File: config.mk
export PLATFORM = sky130hd
export DESIGN_NAME = rev_fa_core
export DESIGN_NICKNAME = d
export VERILOG_FILES = /design/src/rtl/rev_fa_pkg.sv /design/src/rtl/rev_fa_xchg.sv /design/src/rtl/rev_fa_direct.sv /design/src/rtl/rev_fa_cascade.sv /design/src/rtl/rev_fa_core.sv
export SDC_FILE = /design/constraint.sdc
export NUM_CORES = 1
export LEC_CHECK = 0
export BUFFER_PORTS_ARGS = -buffer_cell sky130_fd_sc_hd__clkbuf_2
export CAP_MARGIN = 20
export CORE_AREA = 2 2 39 41
export DETAILED_ROUTE_END_ITERATION = 8
export DIE_AREA = 0 0 41 43
export PLACE_DENSITY_LB_ADDON = 0.15
export RECOVER_POWER = 50
export SLEW_MARGIN = 10
export SYNTH_ARGS = -nofsm -noshare
export SYNTH_HDL_FRONTEND = slang
export SYNTH_SLANG_ARGS = --single-unit
File: constraint.sdc
create_clock -name vclk -period 1.1
set_input_delay 0.22 -clock vclk [all_inputs]
set_output_delay 0.22 -clock vclk [all_outputs]
set_load 0.005 [all_outputs]
File: src/rtl/rev_fa_pkg.sv
package rev_fa_pkg;
  localparam int unsigned W          = 4;
  localparam int unsigned NS         = 1 << W;
  localparam int unsigned MAX_STAGES = 10;
  localparam int unsigned SL_W       = MAX_STAGES * 2 * W;

  typedef logic [W-1:0] state_t;

  // image of state i sits in nibble i
  localparam logic [NS*W-1:0] PERM_P0 = 64'hEF89_CDBA_7512_4630;
  localparam logic [NS*W-1:0] PERM_P1 = 64'hA8B9_CFDE_4756_3120;
  localparam logic [NS*W-1:0] PERM_P2 = 64'hFE8C_BD9A_7354_1620;

  // exchange stage k is byte k = {state_a, state_b}; applied from k=0 upward
  localparam logic [SL_W-1:0] XCHG_P0 = 80'hEF9B_BC8A_AD13_3442_2665;
  localparam logic [SL_W-1:0] XCHG_P1 = 80'h0000_AF9D_DBBC_8E46_6712;
  localparam logic [SL_W-1:0] XCHG_P2 = 80'h0000_0000_008A_AD12_2663;

  function automatic logic [NS*W-1:0] perm_tbl(int unsigned pos);
    case (pos)
      0:       return PERM_P0;
      1:       return PERM_P1;
      default: return PERM_P2;
    endcase
  endfunction

  function automatic state_t fwd_map(int unsigned pos, state_t x);
    logic [NS*W-1:0] t;
    t = perm_tbl(pos);
    return t[int'(x)*W +: W];
  endfunction

  function automatic logic [SL_W-1:0] xchg_list(int unsigned pos);
    case (pos)
      0:       return XCHG_P0;
      1:       return XCHG_P1;
      default: return XCHG_P2;
    endcase
  endfunction

  function automatic int unsigned xchg_count(int unsigned pos);
    case (pos)
      0:       return 10;
      1:       return 8;
      default: return 5;
    endcase
  endfunction
endpackage

File: src/rtl/rev_fa_xchg.sv
// swaps two fixed states, passes all others
module rev_fa_xchg
  import rev_fa_pkg::*;
#(
  parameter state_t A = '0,
  parameter state_t B = '0
) (
  input  state_t x_i,
  output state_t y_o
);
  localparam state_t DIFF = A ^ B;

  always_comb begin
    if (x_i == A || x_i == B) y_o = x_i ^ DIFF;
    else                      y_o = x_i;
  end
endmodule

File: src/rtl/rev_fa_direct.sv
module rev_fa_direct
  import rev_fa_pkg::*;
#(
  parameter int unsigned POS = 2
) (
  input  state_t fwd_i,
  output state_t fwd_o,
  input  state_t inv_i,
  output state_t inv_o
);
  always_comb fwd_o = fwd_map(POS, fwd_i);

  // inverse by preimage search
  always_comb begin
    inv_o = '0;
    for (int j = 0; j < int'(NS); j++) begin
      if (fwd_map(POS, state_t'(j)) == inv_i) inv_o = state_t'(j);
    end
  end

  always_comb begin
    p_inv_hit_r7: assert (fwd_map(POS, inv_o) == inv_i);
  end
endmodule

File: src/rtl/rev_fa_cascade.sv
module rev_fa_cascade
  import rev_fa_pkg::*;
#(
  parameter int unsigned POS = 2
) (
  input  state_t fwd_i,
  output state_t fwd_o,
  input  state_t inv_i,
  output state_t inv_o
);
  localparam int unsigned     NST = xchg_count(POS);
  localparam logic [SL_W-1:0] SL  = xchg_list(POS);

  state_t fc [NST+1];
  state_t ic [NST+1];

  assign fc[0] = fwd_i;
  assign ic[0] = inv_i;

  for (genvar k = 0; k < int'(NST); k++) begin : g_stage
    localparam int KF = k;
    localparam int KR = int'(NST) - 1 - k;
    rev_fa_xchg #(
      .A(SL[KF*2*W+W +: W]),
      .B(SL[KF*2*W   +: W])
    ) i_fwd_xchg (
      .x_i(fc[k]),
      .y_o(fc[k+1])
    );
    // each stage is self-inverse; inverse runs the chain backwards
    rev_fa_xchg #(
      .A(SL[KR*2*W+W +: W]),
      .B(SL[KR*2*W   +: W])
    ) i_inv_xchg (
      .x_i(ic[k]),
      .y_o(ic[k+1])
    );
  end

  assign fwd_o = fc[NST];
  assign inv_o = ic[NST];

  always_comb begin
    p_casc_match_r8: assert (fwd_o == fwd_map(POS, fwd_i));
  end
endmodule

File: src/rtl/rev_fa_core.sv
module rev_fa_core
  import rev_fa_pkg::*;
#(
  parameter int unsigned ANC_POS     = 2,
  parameter bit          USE_CASCADE = 1'b0
) (
  input  logic [3:0] fwd_i,
  output logic [3:0] fwd_o,
  output logic       sum_o,
  output logic       cout_o,
  output logic       fa_valid_o,
  input  logic [3:0] inv_i,
  output logic [3:0] inv_o
);
  if (USE_CASCADE) begin : g_casc
    rev_fa_cascade #(.POS(ANC_POS)) i_rev_fa_cascade (
      .fwd_i(fwd_i),
      .fwd_o(fwd_o),
      .inv_i(inv_i),
      .inv_o(inv_o)
    );
  end else begin : g_direct
    rev_fa_direct #(.POS(ANC_POS)) i_rev_fa_direct (
      .fwd_i(fwd_i),
      .fwd_o(fwd_o),
      .inv_i(inv_i),
      .inv_o(inv_o)
    );
  end

  assign sum_o      = fwd_o[1];
  assign cout_o     = fwd_o[0];
  assign fa_valid_o = ~fwd_i[ANC_POS];

  // operand bits: the non-ancilla lines
  logic [2:0] ops;
  always_comb begin
    int idx;
    idx = 0;
    ops = '0;
    for (int b = 0; b < int'(W); b++) begin
      if (b != int'(ANC_POS)) begin
        ops[idx] = fwd_i[b];
        idx++;
      end
    end
  end

  always_comb begin
    if (fa_valid_o) begin
      p_fa_sum_r5:   assert (sum_o == ^ops);
      p_fa_carry_r5: assert (cout_o == ((ops[0] & ops[1]) | (ops[0] & ops[2]) | (ops[1] & ops[2])));
    end
    if (inv_i == fwd_o) begin
      p_roundtrip_r7: assert (inv_o == fwd_i);
    end
  end
endmodule

==> run_results.csv <==
group,metric,value,unit
layout,nClkBuffers,0,
sta,worstMarginPinSlew,0.143,ns
synth,synth.largest_area_cell,"ha_1",
route,avgRoutedWirePerCell,9.49,um
sta,drv_slew,0,
power,finalPower,222,uW
job,drv_cap,0,
global_routing,grt_max_degree,7,
sta,max_freq,828,MHz
cts,cts_setup_buffers,0,
critical_path,crit_chain,"clkbuf_16, inv_8, ha_4, xnor2_2, o21ai_2, buf_2",
critical_path,max_stage_delay,0.20,ns
synth,syn_avg_cell_area,7.47,sq um
synth,netlist_instances,34,
synth,syn_nets,47,
sta,setup_slack,-0.107,ns
die,die_width,41,um
sta,min_period,1.21,ns
critical_path,crit_required,0.88,ns
layout,finalNetCount,71,
global_routing,grt.total_usage,7.40,%
layout,areaGrowthSynthToFinish,122,%
global_routing,overflow,0,
synth,synthTopCellsByArea,"ha_1 25%, buf_4 12%, xnor2_1 6.9%, o21ai_0 5.9%, inv_1 5.9%",
critical_path,cp-start-kind,"input port",
layout,drive_gt1_share,73.2,%
die,io_pins,19,
route,vias,296,
critical_path,critPathSlowestCell,"ha_4",
route,drtIter0Drc,2,
synth,synth_seq_area_share,0,%
power,power_density,395,mW/mm^2
sta,maxSlewHeadroom,90.2,%
route,routed_via_density,4.11,
route,drc,0,
outcome,outcome,"finished with violations",
synth,yosys.area.top_type_share,24.6,%
die,core_area,0.00138,sq mm
route,ant_nets,0,
layout,seq_cell_count,0,
placed_design,dp_hpwl,503,um
die,die_h,43,um
die,start_util,18.4,%
layout,diodes,0,
global_routing,grt_antenna_before_repair,0,
placed_design,placed_cells,72,
die,fp-row-count,14,
global_routing,grt_pass1_wl,959,um
cts,hold_buffers,0,
placed_design,gp_congestion,0.625,
critical_path,setup.worst_path.class,"input port to primary output",
critical_path,crit_fanout,5,
sta,finalCritPeriodShare,110,%
synth,synthTopCellsByCount,"5 x ha_1, 4 x buf_4, 4 x inv_1",
route,wl,683,um
worst_hold_path,hp-class,"input port to primary output",
sta,setup_violations,5,
synth,syn_area,254,sq um
sta,finalHoldViolCount,0,
power,vdd_drop_max,135,uV
outcome,violations,"negative setup slack",
synth,synth.yosys.warnings,0,
die,die_area,0.00176,sq mm
power,power.leakage,0.275,nW
critical_path,crit_arrival,0.99,ns
layout,register_area,0,sq um
global_routing,grt_pass1_vias,235,
synth,yosysMostFrequentCell,"ha_1",
placed_design,io_buffers,19,
synth,ys_types,19,
layout,finalNonFillerCells,72,
sta,rsz0062_at_grt,"true",
route,first_pass_iters,2,
critical_path,critPathCaptureType,"primary output",
[stage by stage]
| step | utilization (%) | setup slack, ns | TNS [ns] | hold slack [ns] | area (sq um) |
|---|---|---|---|---|---|
| after floorplan | - | -0.0137 | -0.0137 | 0.467 | 278 |
| after CTS | 38.2 | -0.128 | -0.509 | 0.664 | 529 |
| final | 40.7 | -0.107 | -0.377 | 0.642 | 563 |
| after global routing | 40.7 | -0.167 | -0.724 | 0.649 | 563 |
| after global placement | 30.3 | -0.181 | -0.818 | 0.694 | 419 |
| after detailed placement | 30.3 | -0.226 | -0.936 | 0.692 | 419 |
[worst max-delay path: cells and delay by family]
family                     cells  cell delay, ns
xor gates and xnor gates       1            0.13
buffers and inverters          3            0.33
AOI/OAI and AO/OA              1            0.12
adders and majority gates      1            0.20
[layout make-up]
type                            instances  area (sq um)
Timing Repair Buffer                   27           229
Fill cell                             146           821
Inverter                                4          30.0
Tap cell                               16          20.0
Multi-Input combinational cell         25           284
[per-layer routing]
layer	part of all wire, %	up-vias	wire [um]	global-route usage [%]
met5	0	-	0	0
met4	0	0	0	0
met3	8.3	0	57	1.05
met2	49	14	334	13.8
met1	43	128	291	8.89
li1	-	154	-	-
[placed cells by master, fill, tap and decap left out, drive strengths merged]
cell and count:
xor2 1, nand2b 1, mux2i 1, xnor2 2, clkbuf 12, mux2 2
buf 15, a211oi 1, a21oi 1, nand2 3, o21ai 4, inv 4
nor2 1, ha 5, a221oi 1, or2 1, a31o 1
[path summary, 6_finish.rpt]
kind	endpoint	cells past startpoint	from
min	inv_o[3]	2	inv_i[3]
max	sum_o	6	fwd_i[1]
[what timing repair did]
item	4_1_cts	5_1_grt
endpoints found under the setup margin	8	8
pin swaps	2	4
resized for setup	21	12
[report_power, final]
group | switching [mW] | total, mW | internal, mW | leakage [nW]
Combinational | 0.0912 | 0.222 | 0.131 | 0.275
Clock | 0 | 0 | 0 | 0
Sequential | 0 | 0 | 0 | 0
[kinds of logic after synthesis]
group | share of synthesized area [%]
and+or+nand+nor | 11.8
buffers and inverters | 19.2
AOI/OAI and AO/OA | 19.7
xor gates and xnor gates | 10.3
adders and majority gates | 24.6
muxes | 14.3
(Power assumes the default switching activity.)
